File: src/rtl/alarm_pkg.sv
package alarm_pkg;
  localparam int BYTE_W     = 8;
  localparam int NUM_FIELDS = 4;
  localparam int SEL_W      = $clog2(NUM_FIELDS);

  typedef enum logic [SEL_W-1:0] {
    SEL_SEC  = 2'd0,
    SEL_MIN  = 2'd1,
    SEL_HOUR = 2'd2,
    SEL_DATE = 2'd3
  } fieldSel_e;

  // write strobes from control to datapath
  typedef struct packed {
    logic wrDate;
    logic wrHour;
    logic wrMin;
    logic wrSec;
  } regStrobe_t;

  // tens nibble times ten plus units nibble
  function automatic logic [BYTE_W-1:0] bcdVal(input logic [BYTE_W-1:0] b);
    return ({4'd0, b[7:4]} * 8'd10) + {4'd0, b[3:0]};
  endfunction

  // bits of each field that take part in the time comparison
  function automatic logic [BYTE_W-1:0] cmpMask(input int idx);
    return (idx < 2) ? 8'h7F : 8'h3F;
  endfunction
endpackage

File: src/rtl/alarm_datapath.sv
module alarm_datapath
  import alarm_pkg::*;
#(
  parameter int W = BYTE_W,
  parameter int N = NUM_FIELDS
) (
  input  logic             clk,
  input  logic             rstN,
  input  regStrobe_t       strobe,
  input  logic [W-1:0]     wrData,
  input  logic [SEL_W-1:0] rdSel,
  output logic [W-1:0]     rdData,
  input  logic [W-1:0]     curSec,
  input  logic [W-1:0]     curMin,
  input  logic [W-1:0]     curHour,
  input  logic [W-1:0]     curDate,
  output logic [N-1:0]     fieldMatch,
  output logic [N-1:0]     maskBits
);
  logic [N-1:0][W-1:0] regFile;
  logic [N-1:0][W-1:0] curVec;
  logic [N-1:0]        wrVec;

  assign wrVec  = strobe;          // index 0 = seconds .. 3 = date
  assign curVec = {curDate, curHour, curMin, curSec};

  always_ff @(posedge clk) begin
    if (!rstN) begin
      regFile <= '0;
    end else begin
      for (int i = 0; i < N; i++) begin
        if (wrVec[i]) regFile[i] <= wrData;
      end
    end
  end

  for (genvar g = 0; g < N; g++) begin : g_field
    assign fieldMatch[g] = ((regFile[g] ^ curVec[g]) & cmpMask(g)) == '0;
    assign maskBits[g]   = regFile[g][W-1];
  end

  assign rdData = regFile[rdSel];

  // Stored values stay within the ranges that the write check admits
  p_sec_range_r3: assert property (@(posedge clk) disable iff (!rstN)
    bcdVal(regFile[0] & 8'h7F) <= 8'd59);
  p_min_range_r3: assert property (@(posedge clk) disable iff (!rstN)
    bcdVal(regFile[1] & 8'h7F) <= 8'd59);
  p_hour_range_r4: assert property (@(posedge clk) disable iff (!rstN)
    bcdVal(regFile[2] & 8'h3F) <= 8'd23);
  p_date_nonzero_r5: assert property (@(posedge clk) disable iff (!rstN)
    (regFile[3] != $past(regFile[3])) |-> (bcdVal(regFile[3] & 8'h1F) != 8'd0));
  p_hold_no_write_r2: assert property (@(posedge clk) disable iff (!rstN)
    (wrVec == '0) |=> $stable(regFile));
endmodule

File: src/rtl/alarm_control.sv
module alarm_control
  import alarm_pkg::*;
#(
  parameter int W = BYTE_W,
  parameter int N = NUM_FIELDS
) (
  input  logic             clk,
  input  logic             rstN,
  input  logic             wrEn,
  input  logic [SEL_W-1:0] regAddr,
  input  logic [W-1:0]     wrData,
  output regStrobe_t       strobe,
  input  logic [N-1:0]     fieldMatch,
  input  logic [N-1:0]     maskBits,
  input  logic             secTick,
  input  logic             intEnable,
  output logic             alarmPulse
);
  logic       secMinOk, hourOk, dateOk;
  logic       armed;
  logic [4:0] modeOh;   // 0 month, 1 day, 2 hour, 3 minute, 4 second
  logic       timeHit, fire;

  // write validation
  assign secMinOk = bcdVal(wrData & 8'h7F) <= 8'd59;
  assign hourOk   = bcdVal(wrData & 8'h3F) <= 8'd23;
  assign dateOk   = bcdVal(wrData & 8'h1F) != 8'd0;

  always_comb begin
    strobe = '0;
    if (wrEn) begin
      unique case (fieldSel_e'(regAddr))
        SEL_SEC:  strobe.wrSec  = secMinOk;
        SEL_MIN:  strobe.wrMin  = secMinOk;
        SEL_HOUR: strobe.wrHour = hourOk;
        SEL_DATE: strobe.wrDate = dateOk;
        default:  strobe = '0;
      endcase
    end
  end

  // repeat rate from the mask pattern {date, hour, min, sec}
  always_comb begin
    unique case (maskBits)
      4'b0000: modeOh = 5'b00001;
      4'b1000: modeOh = 5'b00010;
      4'b1100: modeOh = 5'b00100;
      4'b1110: modeOh = 5'b01000;
      default: modeOh = 5'b10000;
    endcase
  end

  always_comb begin
    unique case (1'b1)
      modeOh[0]: timeHit = &fieldMatch[3:0];
      modeOh[1]: timeHit = &fieldMatch[2:0];
      modeOh[2]: timeHit = &fieldMatch[1:0];
      modeOh[3]: timeHit = fieldMatch[0];
      default:   timeHit = 1'b1;
    endcase
  end

  assign fire = secTick && intEnable && armed && timeHit;

  always_ff @(posedge clk) begin
    if (!rstN) begin
      armed      <= 1'b0;
      alarmPulse <= 1'b0;
    end else begin
      if (strobe != '0) armed <= 1'b1;
      alarmPulse <= fire;
    end
  end

  p_pulse_after_tick_r11: assert property (@(posedge clk) disable iff (!rstN)
    alarmPulse |-> $past(secTick));
  p_no_pulse_unarmed_r1: assert property (@(posedge clk) disable iff (!rstN)
    !armed |=> !alarmPulse);
  p_enable_gates_r12: assert property (@(posedge clk) disable iff (!rstN)
    !intEnable |=> !alarmPulse);
  p_mode_onehot_r10: assert property (@(posedge clk) disable iff (!rstN)
    $onehot(modeOh));
endmodule

File: src/rtl/alarm_match_unit.sv
module alarm_match_unit
  import alarm_pkg::*;
(
  input  logic             clk,
  input  logic             rstN,
  input  logic             wrEn,
  input  logic [SEL_W-1:0] regAddr,
  input  logic [BYTE_W-1:0] wrData,
  output logic [BYTE_W-1:0] rdData,
  input  logic [BYTE_W-1:0] curSec,
  input  logic [BYTE_W-1:0] curMin,
  input  logic [BYTE_W-1:0] curHour,
  input  logic [BYTE_W-1:0] curDate,
  input  logic             secTick,
  input  logic             intEnable,
  output logic             alarmPulse
);
  regStrobe_t            strobe;
  logic [NUM_FIELDS-1:0] fieldMatch;
  logic [NUM_FIELDS-1:0] maskBits;

  alarm_control #(.W(BYTE_W), .N(NUM_FIELDS)) u_ctrl (
    .clk(clk), .rstN(rstN), .wrEn(wrEn), .regAddr(regAddr), .wrData(wrData),
    .strobe(strobe), .fieldMatch(fieldMatch), .maskBits(maskBits),
    .secTick(secTick), .intEnable(intEnable), .alarmPulse(alarmPulse)
  );

  alarm_datapath #(.W(BYTE_W), .N(NUM_FIELDS)) u_dp (
    .clk(clk), .rstN(rstN), .strobe(strobe), .wrData(wrData),
    .rdSel(regAddr), .rdData(rdData),
    .curSec(curSec), .curMin(curMin), .curHour(curHour), .curDate(curDate),
    .fieldMatch(fieldMatch), .maskBits(maskBits)
  );
endmodule

File: config.mk
export PLATFORM = sky130hd
export DESIGN_NAME = alarm_match_unit
export DESIGN_NICKNAME = d
export VERILOG_FILES = /design/src/rtl/alarm_pkg.sv /design/src/rtl/alarm_datapath.sv /design/src/rtl/alarm_control.sv /design/src/rtl/alarm_match_unit.sv
export SDC_FILE = /design/constraint.sdc
export NUM_CORES = 1
export LEC_CHECK = 0
export BUFFER_PORTS_ARGS = -buffer_cell sky130_fd_sc_hd__buf_2
export CAP_MARGIN = 15
export CORE_MARGIN = 2
export CORE_UTILIZATION = 50
export DETAILED_ROUTE_END_ITERATION = 7
export PLACE_DENSITY = 0.76
export SKIP_LAST_GASP = 1
export SLEW_MARGIN = 20
export SYNTH_ARGS = -nofsm -noshare
export SYNTH_HDL_FRONTEND = slang
export SYNTH_SLANG_ARGS = --single-unit
File: constraint.sdc
create_clock -name clk -period 4.9 [get_ports clk]
set_input_delay 0 -clock clk [delete_from_list [all_inputs] [get_ports clk]]
set_output_delay 0 -clock clk [all_outputs]
set_load 0.05 [all_outputs]
## After elaboration in Yosys (flattened, before gate mapping)

Cells that the tools add are included.

- Bits in registers: 34
- Bits of input ports: 47
- Output and inout port bits: 9
- Word-level logic and storage cells: 48

- Add/sub/neg operators: 3
- Multipliers: 3
- Magnitude comparators: 3
- Equality and inequality tests: 6
- Multiplexer cells: 9
- Bitwise operators: 4
- Reduce and logical (&&, ||, !) cells: 14

Operators by type and width:

| kind | number |
|---|---|
| 8-bit logical NOT | 4 |
| 8-bit by 4-bit adder with 8-bit output | 3 |
| 8-bit binary-select mux with 2-bit select | 1 |
| 4-bit one-hot mux with 4 select lines | 1 |
| 7-bit bitwise XOR | 2 |
| 4-bit == test, second input constant | 3 |
| 6-bit bitwise XOR | 2 |
| 8-bit by 5-bit <= comparator with 1-bit output, second input constant | 1 |
| 8-bit by 6-bit <= comparator with 1-bit output, second input constant | 1 |
| 8-bit two-way mux | 1 |
| 8-bit nonzero test | 1 |
| 3-bit by 3-bit multiplier with 6-bit output, second input constant | 1 |
| 2-bit by 3-bit multiplier with 5-bit output, second input constant | 1 |
| 2-bit == test, second input constant | 2 |
| 4-bit logical NOT | 1 |
| 1-bit by 3-bit multiplier with 4-bit output, second input constant | 1 |
| 1-bit two-way mux | 4 |
| 4-bit two-way mux | 1 |
| 1-bit one-hot mux with 4 select lines | 1 |
| 4-bit AND reduction | 1 |
| 4-bit nonzero test | 1 |
| 1-bit logical AND | 3 |
| 2-bit by 3-bit < comparator with 1-bit output, second input constant | 1 |
| 3-bit AND reduction | 1 |
| 3 further kinds | 3 |

## Depth between registers and ports, before layout

- Depth in word-level cells: 6
- Gate-level depth with buffers: 8
- Gate-level depth less buffers: 8

## Hierarchy

Synthesis repeated with hierarchy kept, for this count alone.

- Cells, all modules: 209
- Area, all modules: 2,137.0 sq um

By module, submodules not included:

| module | instances | cells each | area an instance (sq um) |
|---|---|---|---|
| alarm_datapath | 1 | 151 | 1,700.4 |
| alarm_control | 1 | 58 | 436.7 |

## Least setup slack after synthesis

No wires, ideal clock.

- Kind: in2reg
- From: input wrData[1]
- To: register u_dp.regFile, in the netlist u_dp.maskBits[1]
- Library setup time: 0.072 ns
- Data arrival time: 2.070 ns
- Required time: 4.828 ns
- Setup slack: 2.758 ns
- Cell stages on the path: 7
- Path buffers: 0
- Path through: ha_1 fa_1 a21oi_1 mux2i_1 a211oi_2 nor4_4 mux2i_1

- Word-level cells in the longest chain between the ends: 4

RTL lines:

| what | RTL line | RTL |
|---|---|---|
| start, declared | alarm_match_unit.sv:8 | `input logic [BYTE_W-1:0] wrData,` |
| 8-bit by 4-bit adder with 8-bit output | alarm_pkg.sv:23 | `return ({4'd0, b[7:4]} * 8'd10) + {4'd0, b[3:0]};` |
| 8-bit by 6-bit <= comparator with 1-bit output | alarm_control.sv:25 | `assign secMinOk = bcdVal(wrData & 8'h7F) <= 8'd59;` |
| 1-bit two-way mux | alarm_control.sv:32 | `unique case (fieldSel_e'(regAddr))` |
| 4-bit two-way mux | alarm_control.sv:31 | `if (wrEn) begin` |
| end signal, assigned by index | alarm_datapath.sv:32 | `if (wrVec[i]) regFile[i] <= wrData;` |
| end, declared | alarm_datapath.sv:20 | `logic [N-1:0][W-1:0] regFile;` |

Every way passes these cells.
A chain may end at the register's enable or synchronous reset.

## Worst setup path in the final report

- From: input wrData[4]
- To: register u_dp.regFile[14] (netlist name)

- Word-level cells in the longest chain between the ends: 5

RTL lines:

| what | RTL line |
|---|---|
| 3-bit by 3-bit multiplier with 6-bit output | alarm_pkg.sv:23 |
| 8-bit by 4-bit adder with 8-bit output | alarm_pkg.sv:23 |
| 8-bit by 6-bit <= comparator with 1-bit output | alarm_control.sv:25 |
| 1-bit two-way mux | alarm_control.sv:32 |
| 4-bit two-way mux | alarm_control.sv:31 |

Every way passes these cells.

==> results.sh <==
export IMPL_ff2ff_path_depth=5
export IMPL_drv_cap=0
export IMPL_startpoint_type="primary input"
export IMPL_synthToLayoutAreaGrowth_pct=18.1
export IMPL_grt_usage_pct=23.0
export IMPL_clkTransAtPathRegs_ns=0.07
export IMPL_finalCritPeriodShare_pct=47.8
export IMPL_fmax_ghz=0.427
export IMPL_crit_fanout=8
export IMPL_finalClockSkew_ns=0.00934
export IMPL_fin_crit_ns=2.34
export IMPL_p_leak_uw=0.00111
export IMPL_path_common_cell="mux2i_1"
export IMPL_tritoncts="yes"
export IMPL_status="finished, final reports clean"
export IMPL_drt_wl_total_um=4890
export IMPL_p_int_uw=495
export IMPL_critical_path_top_delay_family="adder cells"
export IMPL_core_rowCount=23
export IMPL_syn_inst=217
export IMPL_grt_ovfl_total=0
export IMPL_worst_slew_pin_slew_ns=0.776
export IMPL_cpPeakStageDelay_ns=0.73
export IMPL_cp_slowest_cell="nor4_4"
export IMPL_ys_seq_area_share_pct=32.3
export IMPL_path_buf_inv=1
export IMPL_antenna_cells=0
export IMPL_drv_slew=0
export IMPL_coreArea_sq_mm=0.00403
export IMPL_fp_dieW_um=68.9
export IMPL_root_buffer="clkbuf_8"
export IMPL_path_class="in2reg"
export IMPL_layout_commonest_cell="buf_2"
export IMPL_final_util_pct=61.7
export IMPL_io_pins=56
export IMPL_p_comb_share_pct=19.7
export IMPL_clk_path_buf_depth=2
export IMPL_arrival_ns=2.56
export IMPL_synth_distinct_cells=40
export IMPL_synth_edf_count=0
export IMPL_grt_max_degree=27
export IMPL_h_tree_depth=2
export IMPL_ctsHoldBuffers=0
export IMPL_cts_resized=0
export IMPL_min_path_type="in2reg"
export IMPL_holdPathStages=3
export IMPL_p_seq_share_pct=43.1
export IMPL_nets=322
export IMPL_numPortBuffers=49
export IMPL_grt_pass1_wl_um=7960
export IMPL_crit_chain="buf_2 > ha_1 > fa_1 > a21oi_1 > mux2i_1 > a211oi_2 > nor4_4 > mux2i_1"
export IMPL_switchingPower_uw=194
export IMPL_cp_num_cells=8
export IMPL_die_area_sq_mm=0.00475
export IMPL_post_cts_buffers=0
export IMPL_rsz0062_at_grt="false"
export IMPL_top_layer_used="met4"
export IMPL_final_antenna_net_count=0
export IMPL_synth_area_top_cells="dfxtp_1 32%, mux2i_1 16%, xor2_1 9.2%"
export IMPL_drc=0
export IMPL_final_cell_mix="49 x buf_2, 34 x dfxtp_1, 33 x mux2i_1"
export IMPL_post_route_cells_drive_above_1_share_pct=27.0
export IMPL_relSlewSlack_pct=47.9
export IMPL_yosysTopAreaCell="dfxtp_1"
export IMPL_syn_nets=273
export IMPL_post_drt_wl_per_cell_um=15.4
export IMPL_cp_data_required_time_ns=5.12
export IMPL_clkPwrFrac_pct=37.2
export IMPL_p_sw_share_pct=28.1
export IMPL_finalHoldViolations=0
export IMPL_vias=1749
export IMPL_start_util_pct=52.3
export IMPL_finalSetupViolations=0
export IMPL_synth_top_area_share_pct=32.3
export IMPL_drt_initial_drc_count=98
export IMPL_ys_flop_type="dfxtp_1"
export IMPL_dp_final_hpwl_um=3800
export IMPL_async_reset_ff_share_pct=0
export IMPL_place_gp_congestion=0.870
export IMPL_vias_per_cell=5.52
export IMPL_synth_seq_cells=34
export IMPL_numCtsBuffers=5
export IMPL_drt_met1_wl_um=2230
export IMPL_clock_latency_ns=0.29
export IMPL_power_density_mw_per_mm2=277
export IMPL_avgSynthCellArea_sq_um=9.70
export IMPL_antenna_found_initial=0
export IMPL_synthesis_area_sq_mm=0.00211
export IMPL_end_kind="flip-flop"
export IMPL_grt_pass1_vias=1659
export IMPL_route_met2_wl_um=2260
export IMPL_wl_met3_um=308
export IMPL_finalSetupTns_ns=0
export IMPL_yosys_warnings=0
export IMPL_cts_sinks=34
export IMPL_ir_drop_uv=207
export IMPL_fp_dieH_um=68.9
export IMPL_dr_pass1_iters=4
==> metal layers <==
metal / GRT usage, % / vias to the layer above
li1: - / 875
met1: 32.6 / 807
met2: 34.9 / 56
met3: 4.71 / 11
met4: 7.60 / 0
met5: 0 / -
==> synthesized netlist by cell type (all sizes together), types with 2 or more instances <==
library cell  count
nand3             5
nor2b             3
a31oi             2
a21oi             8
buf               4
nand2            30
and2              2
nor4              6
nor3              4
mux2i            33
inv               2
clkbuf            2
xor2             22
dfxtp            34
ha                8
xnor2             5
nor2             20
o21ai             2
mux4              8
==> layout make-up <==
class / instances / area [sq um]
Fill cell: 359 / 1540
Multi-Input combinational cell: 172 / 1370
Sequential cell: 34 / 681
Timing Repair Buffer: 50 / 253
Clock buffer: 5 / 68.8
Tap cell: 50 / 62.6
Clock inverter: 3 / 40.0
Inverter: 3 / 11.3
==> kinds of logic after synthesis <==
family                     Yosys count  share of synthesized area [%]
AOI/OAI and AO/OA                   20                           6.30
xor gates and xnor gates            27                           11.2
adders and majority gates            9                           5.70
buffers and inverters               11                           2.85
DFF                                 34                           32.3
muxes                               41                           24.2
and+or+nand+nor                     75                           17.4
==> power by group through the flow <==
stage | clock [uW] | combinational (uW) | sequential (uW)
after detailed placement | 0 | 135 | 302
after global placement | 0 | 133 | 302
final | 256 | 135 | 296
after global routing | 272 | 151 | 298
after floorplan | 0 | 95.0 | 300
after CTS | 260 | 136 | 296
==> worst paths after layout <==
path	endpoint	slack (ns)	from
setup / recovery	u_dp.regFile[14]	2.56	wrData[4]
hold / removal	u_dp.maskBits[3]	0.007	wrData[7]
setup reg to reg	u_ctrl.alarmPulse	3.22	u_dp.regFile[13]
hold reg to reg	u_dp.regFile[6]	0.49	u_dp.regFile[6]
==> registers in the layout, summed over array words and instances, names as in the netlist <==
| register | flops |
|---|---|
| u_dp.regFile | 28 |
| u_ctrl.armed | 1 |
| u_dp.maskBits | 4 |
| u_ctrl.alarmPulse | 1 |
==> worst register-to-register path: stages (launching register included) <==
cell	delay [ns]
dfxtp_1	0.34
xor2_1	0.17
nor4_1	0.37
a22oi_1	0.10
or4_1	0.53
o31ai_1	0.09
==> stage by stage <==
step | power (uW) | std cells | hold WS (ns) | cell area [sq um] | setup slack (ns)
floorplan | 394 | 217 | 0.144 | 2110 | 2.76
global placement | 435 | 309 | 0.281 | 2370 | 2.31
detailed placement | 438 | 309 | 0.301 | 2380 | 2.25
CTS | 692 | 317 | 0.00308 | 2490 | 2.56
global route | 721 | 317 | 0.0286 | 2490 | 2.31
finish | 688 | 317 | 0.00702 | 2490 | 2.56
Power figures use the tool's default switching activity.
